**src/rtl/int_shadow_pkg.sv**
```systemverilog
package int_shadow_pkg;
    localparam int CLS_W = 3;
    localparam int VEC_W = 8;

    typedef enum logic [CLS_W-1:0] {
        CLS_PLAIN    = 3'd0,
        CLS_FLAG_POP = 3'd1,
        CLS_FLAG_CLR = 3'd2,
        CLS_FLAG_SET = 3'd3,
        CLS_SEG_POP  = 3'd4,
        CLS_SEG_MOV  = 3'd5,
        CLS_OTHER_A  = 3'd6,
        CLS_OTHER_B  = 3'd7
    } op_class_e;

    typedef enum logic [1:0] {
        ST_OPEN   = 2'd0,
        ST_SHADOW = 2'd1,
        ST_PREFIX = 2'd2,
        ST_ACCEPT = 2'd3
    } gate_state_e;
endpackage

```
**src/rtl/shadow_classify.sv**
```systemverilog
module shadow_classify
    import int_shadow_pkg::*;
#(
    parameter int CW = CLS_W
) (
    input  logic [CW-1:0] cls,
    input  logic          pfx,
    output logic          casts_shadow,
    output logic          holds_prefix
);
    op_class_e cls_e;

    always_comb begin
        cls_e        = op_class_e'(cls);
        holds_prefix = pfx;
        casts_shadow = 1'b0;
        if (!pfx) begin
            unique case (cls_e)
                CLS_FLAG_POP, CLS_FLAG_CLR, CLS_FLAG_SET: casts_shadow = 1'b1;
                CLS_SEG_POP, CLS_SEG_MOV:                 casts_shadow = 1'b1;
                default:                                  casts_shadow = 1'b0;
            endcase
        end
    end
endmodule

```
**src/rtl/shadow_req_arb.sv**
```systemverilog
module shadow_req_arb #(
    parameter int VW = 8
) (
    input  logic          irq_req,
    input  logic [VW-1:0] irq_vec,
    input  logic          exc_req,
    input  logic [VW-1:0] exc_vec,
    output logic          any_req,
    output logic          win_exc,
    output logic [VW-1:0] win_vec
);
    always_comb begin
        any_req = irq_req | exc_req;
        win_exc = exc_req;
        win_vec = exc_req ? exc_vec : irq_vec;
    end
endmodule

```
**src/rtl/int_shadow_gate.sv**
```systemverilog
module int_shadow_gate
    import int_shadow_pkg::*;
#(
    parameter int VW = VEC_W,
    parameter int CW = CLS_W
) (
    input  logic          clk,
    input  logic          rst_n,
    input  logic          instr_done,
    input  logic [CW-1:0] op_class,
    input  logic          is_prefix,
    input  logic          irq_req,
    input  logic [VW-1:0] irq_vec,
    input  logic          exc_req,
    input  logic [VW-1:0] exc_vec,
    output logic          take_int,
    output logic [VW-1:0] take_vec,
    output logic          take_exc
);
    gate_state_e   state_q, state_d;
    logic          casts_shadow, holds_prefix;
    logic          any_req, win_exc;
    logic [VW-1:0] win_vec;
    logic [VW-1:0] vec_q;
    logic          exc_q;

    shadow_classify #(.CW(CW)) u_cls (
        .cls          (op_class),
        .pfx          (is_prefix),
        .casts_shadow (casts_shadow),
        .holds_prefix (holds_prefix)
    );

    shadow_req_arb #(.VW(VW)) u_arb (
        .irq_req (irq_req),
        .irq_vec (irq_vec),
        .exc_req (exc_req),
        .exc_vec (exc_vec),
        .any_req (any_req),
        .win_exc (win_exc),
        .win_vec (win_vec)
    );

    // next-state: only a completion strobe moves the shadow
    always_comb begin
        state_d = state_q;
        if (instr_done) begin
            if (holds_prefix)      state_d = ST_PREFIX;
            else if (casts_shadow) state_d = ST_SHADOW;
            else if (any_req)      state_d = ST_ACCEPT;
            else                   state_d = ST_OPEN;
        end else begin
            unique case (state_q)
                ST_ACCEPT: state_d = ST_OPEN;
                ST_OPEN, ST_SHADOW, ST_PREFIX: state_d = state_q;
                default:   state_d = ST_OPEN;
            endcase
        end
    end

    // state register and handoff capture
    always_ff @(posedge clk) begin
        if (!rst_n) begin
            state_q <= ST_OPEN;
            vec_q   <= '0;
            exc_q   <= 1'b0;
        end else begin
            state_q <= state_d;
            if (instr_done && state_d == ST_ACCEPT) begin
                vec_q <= win_vec;
                exc_q <= win_exc;
            end
        end
    end

    // outputs
    always_comb begin
        take_int = 1'b0;
        take_exc = 1'b0;
        take_vec = vec_q;
        unique case (state_q)
            ST_ACCEPT: begin
                take_int = 1'b1;
                take_exc = exc_q;
            end
            default: begin
                take_int = 1'b0;
                take_exc = 1'b0;
            end
        endcase
    end

    p_reset_quiet_r1: assert property (@(posedge clk) !rst_n |=> !take_int && !take_exc);

    p_flag_shadow_r2: assert property (@(posedge clk) disable iff (!rst_n)
        (instr_done && !is_prefix && (op_class == 3'd1 || op_class == 3'd2 || op_class == 3'd3))
        |=> !take_int);

    p_seg_shadow_r3: assert property (@(posedge clk) disable iff (!rst_n)
        (instr_done && !is_prefix && (op_class == 3'd4 || op_class == 3'd5)) |=> !take_int);

    p_prefix_block_r4: assert property (@(posedge clk) disable iff (!rst_n)
        (instr_done && is_prefix) |=> !take_int);

    p_single_pulse_r5: assert property (@(posedge clk) disable iff (!rst_n)
        take_int |=> !take_int);

    p_only_after_done_r6: assert property (@(posedge clk) disable iff (!rst_n)
        take_int |-> $past(instr_done));

    p_exc_wins_r7: assert property (@(posedge clk) disable iff (!rst_n)
        (instr_done && !is_prefix && op_class == 3'd0 && exc_req)
        |=> take_int && take_exc && take_vec == $past(exc_vec));

    p_irq_handoff_r8: assert property (@(posedge clk) disable iff (!rst_n)
        (instr_done && !is_prefix && op_class == 3'd0 && irq_req && !exc_req)
        |=> take_int && !take_exc && take_vec == $past(irq_vec));
endmodule

```
**config.mk**
```make
export PLATFORM = sky130hd
export DESIGN_NAME = int_shadow_gate
export DESIGN_NICKNAME = d
export VERILOG_FILES = /design/src/rtl/int_shadow_pkg.sv /design/src/rtl/shadow_classify.sv /design/src/rtl/shadow_req_arb.sv /design/src/rtl/int_shadow_gate.sv
export SDC_FILE = /design/constraint.sdc
export NUM_CORES = 1
export LEC_CHECK = 0
export ABC_CLOCK_PERIOD_IN_PS = 2500
export BUFFER_PORTS_ARGS = -buffer_cell sky130_fd_sc_hd__buf_2
export CAP_MARGIN = 20
export CELL_PAD_IN_SITES_DETAIL_PLACEMENT = 1
export CELL_PAD_IN_SITES_GLOBAL_PLACEMENT = 1
export CORE_UTILIZATION = 31
export CTS_BUF_LIST = sky130_fd_sc_hd__clkbuf_4 sky130_fd_sc_hd__clkbuf_8 sky130_fd_sc_hd__clkbuf_16
export DETAILED_ROUTE_END_ITERATION = 8
export GPL_TIMING_DRIVEN = 0
export PLACE_DENSITY = 0.89
export RECOVER_POWER = 100
export SYNTH_ARGS = -nofsm -noshare
export SYNTH_HDL_FRONTEND = slang
export SYNTH_SLANG_ARGS = --single-unit
```
**constraint.sdc**
```tcl
create_clock -name clk -period 2.5 [get_ports clk]
set_input_delay 0.25 -clock clk [delete_from_list [all_inputs] [get_ports clk]]
set_output_delay 0.25 -clock clk [all_outputs]
set_load 0.02 [all_outputs]
```
=== After elaboration in Yosys (flattened, before gate mapping) ===
Index checks and enable logic that the tools add are counted.

* Register bits after elaboration: 11
* Bits in latches: 0
* Bits in writable memories: 0
* ROM bits: 0
* Input port bits: 25
* Output and inout port bits: 10
* Logic and storage cells: 27
* Memories kept: 0

* Add/sub/neg operators: 0
* Multiply operators: 0
* Div/mod/pow operators: 0
* Order comparisons: 0
* Eq/ne operators: 9
* Shift-type cells: 0
* Multiplexer cells: 10
* Bitwise operators: 1
* Reductions and logical operators: 4

{| class="wikitable"
|+ Operator list
! operator !! number
|-
| $mux W2 || 4
|-
| $mux W8 || 1
|-
| $eq A2 B2 Y1 const B || 3
|-
| $eq A3 B2 Y1 const B || 2
|-
| $eq A3 B3 Y1 const B || 2
|-
| $reduce_or A5 Y1 || 1
|-
| $mux W1 || 4
|-
| $pmux W2 S2 || 1
|-
| $eq A3 B1 Y1 const B || 1
|-
| $reduce_or A3 Y1 || 1
|-
| $eq A2 B1 Y1 const B || 1
|-
| $logic_not A2 Y1 || 1
|-
| $logic_and A1 B1 Y1 || 1
|-
| $or A1 B1 Y1 || 1
|}

=== Depth between registers and ports, before layout ===
* Depth in word-level cells: 9
* Gate-level depth with buffers: 4
* Depth with buffers taken out: 3

=== Modules after synthesis ===
Synthesis repeated with hierarchy kept, for this count alone.

* Cells, all modules: 68
* Area total of the unflattened synthesis: 671.9 sq um

{| class="wikitable"
|+ Modules (own cells, without submodules)
! module !! instances !! cells each !! area each (sq um) !! seq. area each (sq um)
|-
| int_shadow_gate || 1 || 54 || 506.7 || 220.2
|-
| shadow_req_arb || 1 || 11 || 145.1 || 0.0
|-
| shadow_classify || 1 || 3 || 20.0 || 0.0
|}

=== Least setup slack after synthesis ===
Ideal clock, no wire load.

* Path type: input to register
* Start point: input port exc_req
* End point: register state_q[1]
* Setup time: 116 ps
* Arrival time: 946 ps
* Setup slack: 1,437 ps
* Stages on the path: 3
* Path through: buf_6 -> or3_1 -> a41o_1

* Word-level cells in the longest chain between the ends: 5

{| class="wikitable"
|+ Ends and longest elaborated chain
! what !! RTL line !! source
|-
| start: declaration || int_shadow_gate.sv:14 || <nowiki>input logic exc_req,</nowiki>
|-
| $or A1 B1 Y1 || shadow_req_arb.sv:13 || <nowiki>any_req = irq_req | exc_req;</nowiki>
|-
| $mux W2 || int_shadow_gate.sv:50 || <nowiki>else if (any_req) state_d = ST_ACCEPT;</nowiki>
|-
| $mux W2 || int_shadow_gate.sv:49 || <nowiki>else if (casts_shadow) state_d = ST_SHADOW;</nowiki>
|-
| $mux W2 || int_shadow_gate.sv:48 || <nowiki>if (holds_prefix) state_d = ST_PREFIX;</nowiki>
|-
| $mux W2 || int_shadow_gate.sv:47 || <nowiki>if (instr_done) begin</nowiki>
|-
| end signal: assignment || int_shadow_gate.sv:68 || <nowiki>state_q <= state_d;</nowiki>
|-
| end: declaration || int_shadow_gate.sv:20 || <nowiki>gate_state_e state_q, state_d;</nowiki>
|}

No other way between the ends.
A chain may end at the register's enable or synchronous reset.

=== Worst setup path in the final report ===
* Start point: input port exc_req
* End point: register vec_q[5], in the netlist take_vec[5]

* Word-level cells in the longest chain between the ends: 7

{| class="wikitable"
|+ Ends and longest elaborated chain
! what !! RTL line !! source
|-
| $or A1 B1 Y1 || shadow_req_arb.sv:13 ||
|-
| $mux W2 || int_shadow_gate.sv:50 ||
|-
| $mux W2 || int_shadow_gate.sv:49 ||
|-
| $mux W2 || int_shadow_gate.sv:48 ||
|-
| $mux W2 || int_shadow_gate.sv:47 ||
|-
| $eq A2 B2 Y1 || int_shadow_gate.sv:69 || <nowiki>if (instr_done && state_d == ST_ACCEPT) begin</nowiki>
|-
| $logic_and A1 B1 Y1 || int_shadow_gate.sv:69 ||
|-
| end signal: assignment || int_shadow_gate.sv:70 || <nowiki>vec_q <= win_vec;</nowiki>
|-
| end: declaration || int_shadow_gate.sv:24 || <nowiki>logic [VW-1:0] vec_q;</nowiki>
|}

Several ways; a longest one is shown, not always the timed one.

==> impl_metrics.tcl <==
set metrics [dict create \
    status "finished clean" \
    io_buffers 34 \
    worstPathRequired_ns 2.70 \
    power_density_mw_per_mm2 495 \
    fin_nets 129 \
    syn2layout_area_growth_pct 34.3 \
    synth-seq-cells 11 \
    finalCritPeriodShare_pct 51.5 \
    synthFlopType "dfxtp_1" \
    relSlewSlack_pct 56.3 \
    drtAntennaViolNets 0 \
    synth-async-reset-ratio_pct 0 \
    cp_slowest_cell "clkbuf_1" \
    placeableCoreArea_sq_mm 0.00176 \
    setup_tns_ns 0 \
    p_leak_nw 0.396 \
    syn_inst 65 \
    cp_cell_sequence "buf_2 > or2_1 > o211ai_1 > clkbuf_1 > mux2i_1" \
    hold_path.class "in -> reg" \
    insertion_delay_ns 0.27 \
    cts_root_buffer "clkbuf_4" \
    synth.distinct_cells 22 \
    dp_hpwl_microns 1170 \
    post_cts_resized 0 \
    ios 35 \
    grt_pass1_vias 556 \
    synth_top_area_cell "dfxtp_1" \
    grt_max_degree 11 \
    synth_top_area_share_pct 36.8 \
    yosys_warnings 0 \
    num_vias 599 \
    p_comb_share_pct 19.4 \
    crit_type "in -> reg" \
    die_y_microns 45.9 \
    peakVddDrop_mv 0.320 \
    critPathMaxStageDelay_ns 0.53 \
    clkSinkCount 11 \
    start_util_pct 33.9 \
    fin_worst_skew_ns 0.0000957 \
    die-area_sq_mm 0.00211 \
    grt_antenna_before_repair 0 \
    wl_per_cell_microns 11.8 \
    switching_power_mw 0.103 \
    critPathArrivalTime_ns 1.49 \
    drt-total-wl_microns 1510 \
    setup_slack_ns 1.21 \
    finalCriticalPeriod_ns 1.29 \
    drive_gt1_share_pct 35.0 \
    synth_commonest_cells "18 x nand2_1, 11 x dfxtp_1, 9 x mux2i_1" \
    intPower_mw 0.294 \
    post-route-drc-count 0 \
    sw_frac_of_total_pct 25.9 \
    drt_iter0_drc 0 \
    hold_buffers 0 \
    hold_viol 0 \
    synth_area_leaders "dfxtp_1 37%, mux2i_1 15%, mux2_2 15%, nand2_1 11%, buf_6 1.9%" \
    post_synth.cell_area_avg_sq_um 9.20 \
    crit_path_end_kind "register" \
    path_buf_inv 2 \
    cp-start-kind "input pin" \
    htree_num_levels 1 \
    rsz0062_at_grt "false" \
    grtUsageTotal_pct 16.4 \
    pwr-share-seq_pct 47.3 \
    max-cap-violations 0 \
    cts_buffer_depth 2 \
    cts_tree "yes" \
    post-synth-top-count-cell "nand2_1" \
    worst_hold_slack_ns 0.266 \
    setup_viol 0 \
    overflow 0 \
    power.share.clock_pct 33.3 \
    grt_pass1_wl_microns 2370 \
    post_cts_buffers 0 \
    max_freq_mhz 776 \
    post-place-ws_ns 1.26 \
    dieWidth_microns 45.9 \
    synth-edff-count 0 \
    netlist_area_sq_um 598 \
    syn_nets 90 \
    row_count 15 \
    post_drt_via_cell_ratio 4.68 \
    cp_top_family "buffers and inverters" \
    routabilityCongestion 0.620 \
    firstDrtPassIters 1 \
    numCtsBuffers 3 \
    slew_violations 0 \
    path_clk_slew_ns 0.07 \
    diodes 0 \
    num-fill-cells 233 \
    worstPathMaxFanout 9 \
    finalPower_mw 0.397 \
    ys_seq_area_share_pct 36.8 \
    tightest_slew_ns 0.655 \
]
-- cells in the final DEF, fill, tap and decap left out, types with 4 or more instances in the layout --
| master | netlist | final |
|---|---|---|
| clkbuf_4 | 0 | 4 |
| nand2_1 | 18 | 18 |
| mux2_2 | 8 | 8 |
| clkbuf_1 | 2 | 16 |
| mux2i_1 | 9 | 9 |
| buf_2 | 0 | 22 |
| dfxtp_1 | 11 | 11 |
-- state kept, by name, indices dropped and copies added, names as in the netlist --
| register | count |
|---|---|
| state_q | 2 |
| exc_q | 1 |
| take_vec | 8 |
-- kinds of logic after synthesis --
| logic type | count (synthesis) | synth area share (%) |
|---|---|---|
| buf+inv | 4 | 4.39 |
| mux | 17 | 30.1 |
| flops | 11 | 36.8 |
| compound gates | 5 | 5.86 |
| simple gates | 28 | 22.8 |
-- final cells by class --
type	instances	area, sq um	share of cell area, %
plain buffers	4	15.0	1.87
clock buffers	4	30.0	3.74
multi-input cells	50	352	43.8
flip-flops and latches	11	220	27.4
well taps	25	31.3	3.89
repair buffers	34	155	19.3
-- power by group through the flow --
stage | Combinational [mW] | Sequential [mW] | Clock, mW
after floorplan | 0.0411 | 0.198 | 0
after global placement | 0.0783 | 0.191 | 0
after detailed placement | 0.0815 | 0.192 | 0
after CTS | 0.0822 | 0.188 | 0.137
after global routing | 0.0851 | 0.189 | 0.146
final | 0.0771 | 0.188 | 0.132
-- path summary, 6_finish.rpt --
path	start	end	slack (ns)	cells past startpoint
setup / recovery	exc_req	take_vec[5]$_SDFFE_PN0P_	1.21	5
hold / removal	instr_done	state_q[1]$_SDFF_PN0_	0.27	2
setup reg to reg	state_q[0]$_SDFF_PN0_	state_q[0]$_SDFF_PN0_	1.57	3
hold reg to reg	take_vec[1]$_SDFFE_PN0P_	take_vec[1]$_SDFFE_PN0P_	0.46	2
-- through the flow --
stage	util, %	area, sq um	std cells
after floorplan	-	598	65
after global placement	45.3	800	124
after detailed placement	45.3	800	124
after global routing	45.5	803	128
final	45.5	803	128
after CTS	47.0	830	128
-- per-layer routing --
metal  wire, microns  vias to the layer above  global-route usage [%]
met2             759                       22                    27.3
met3             122                        2                    6.75
met1             604                      274                    18.0
li1                -                      301                       -
met5               0                        -                       0
met4              20                        0                    7.06
Power figures use the tool's default switching activity.
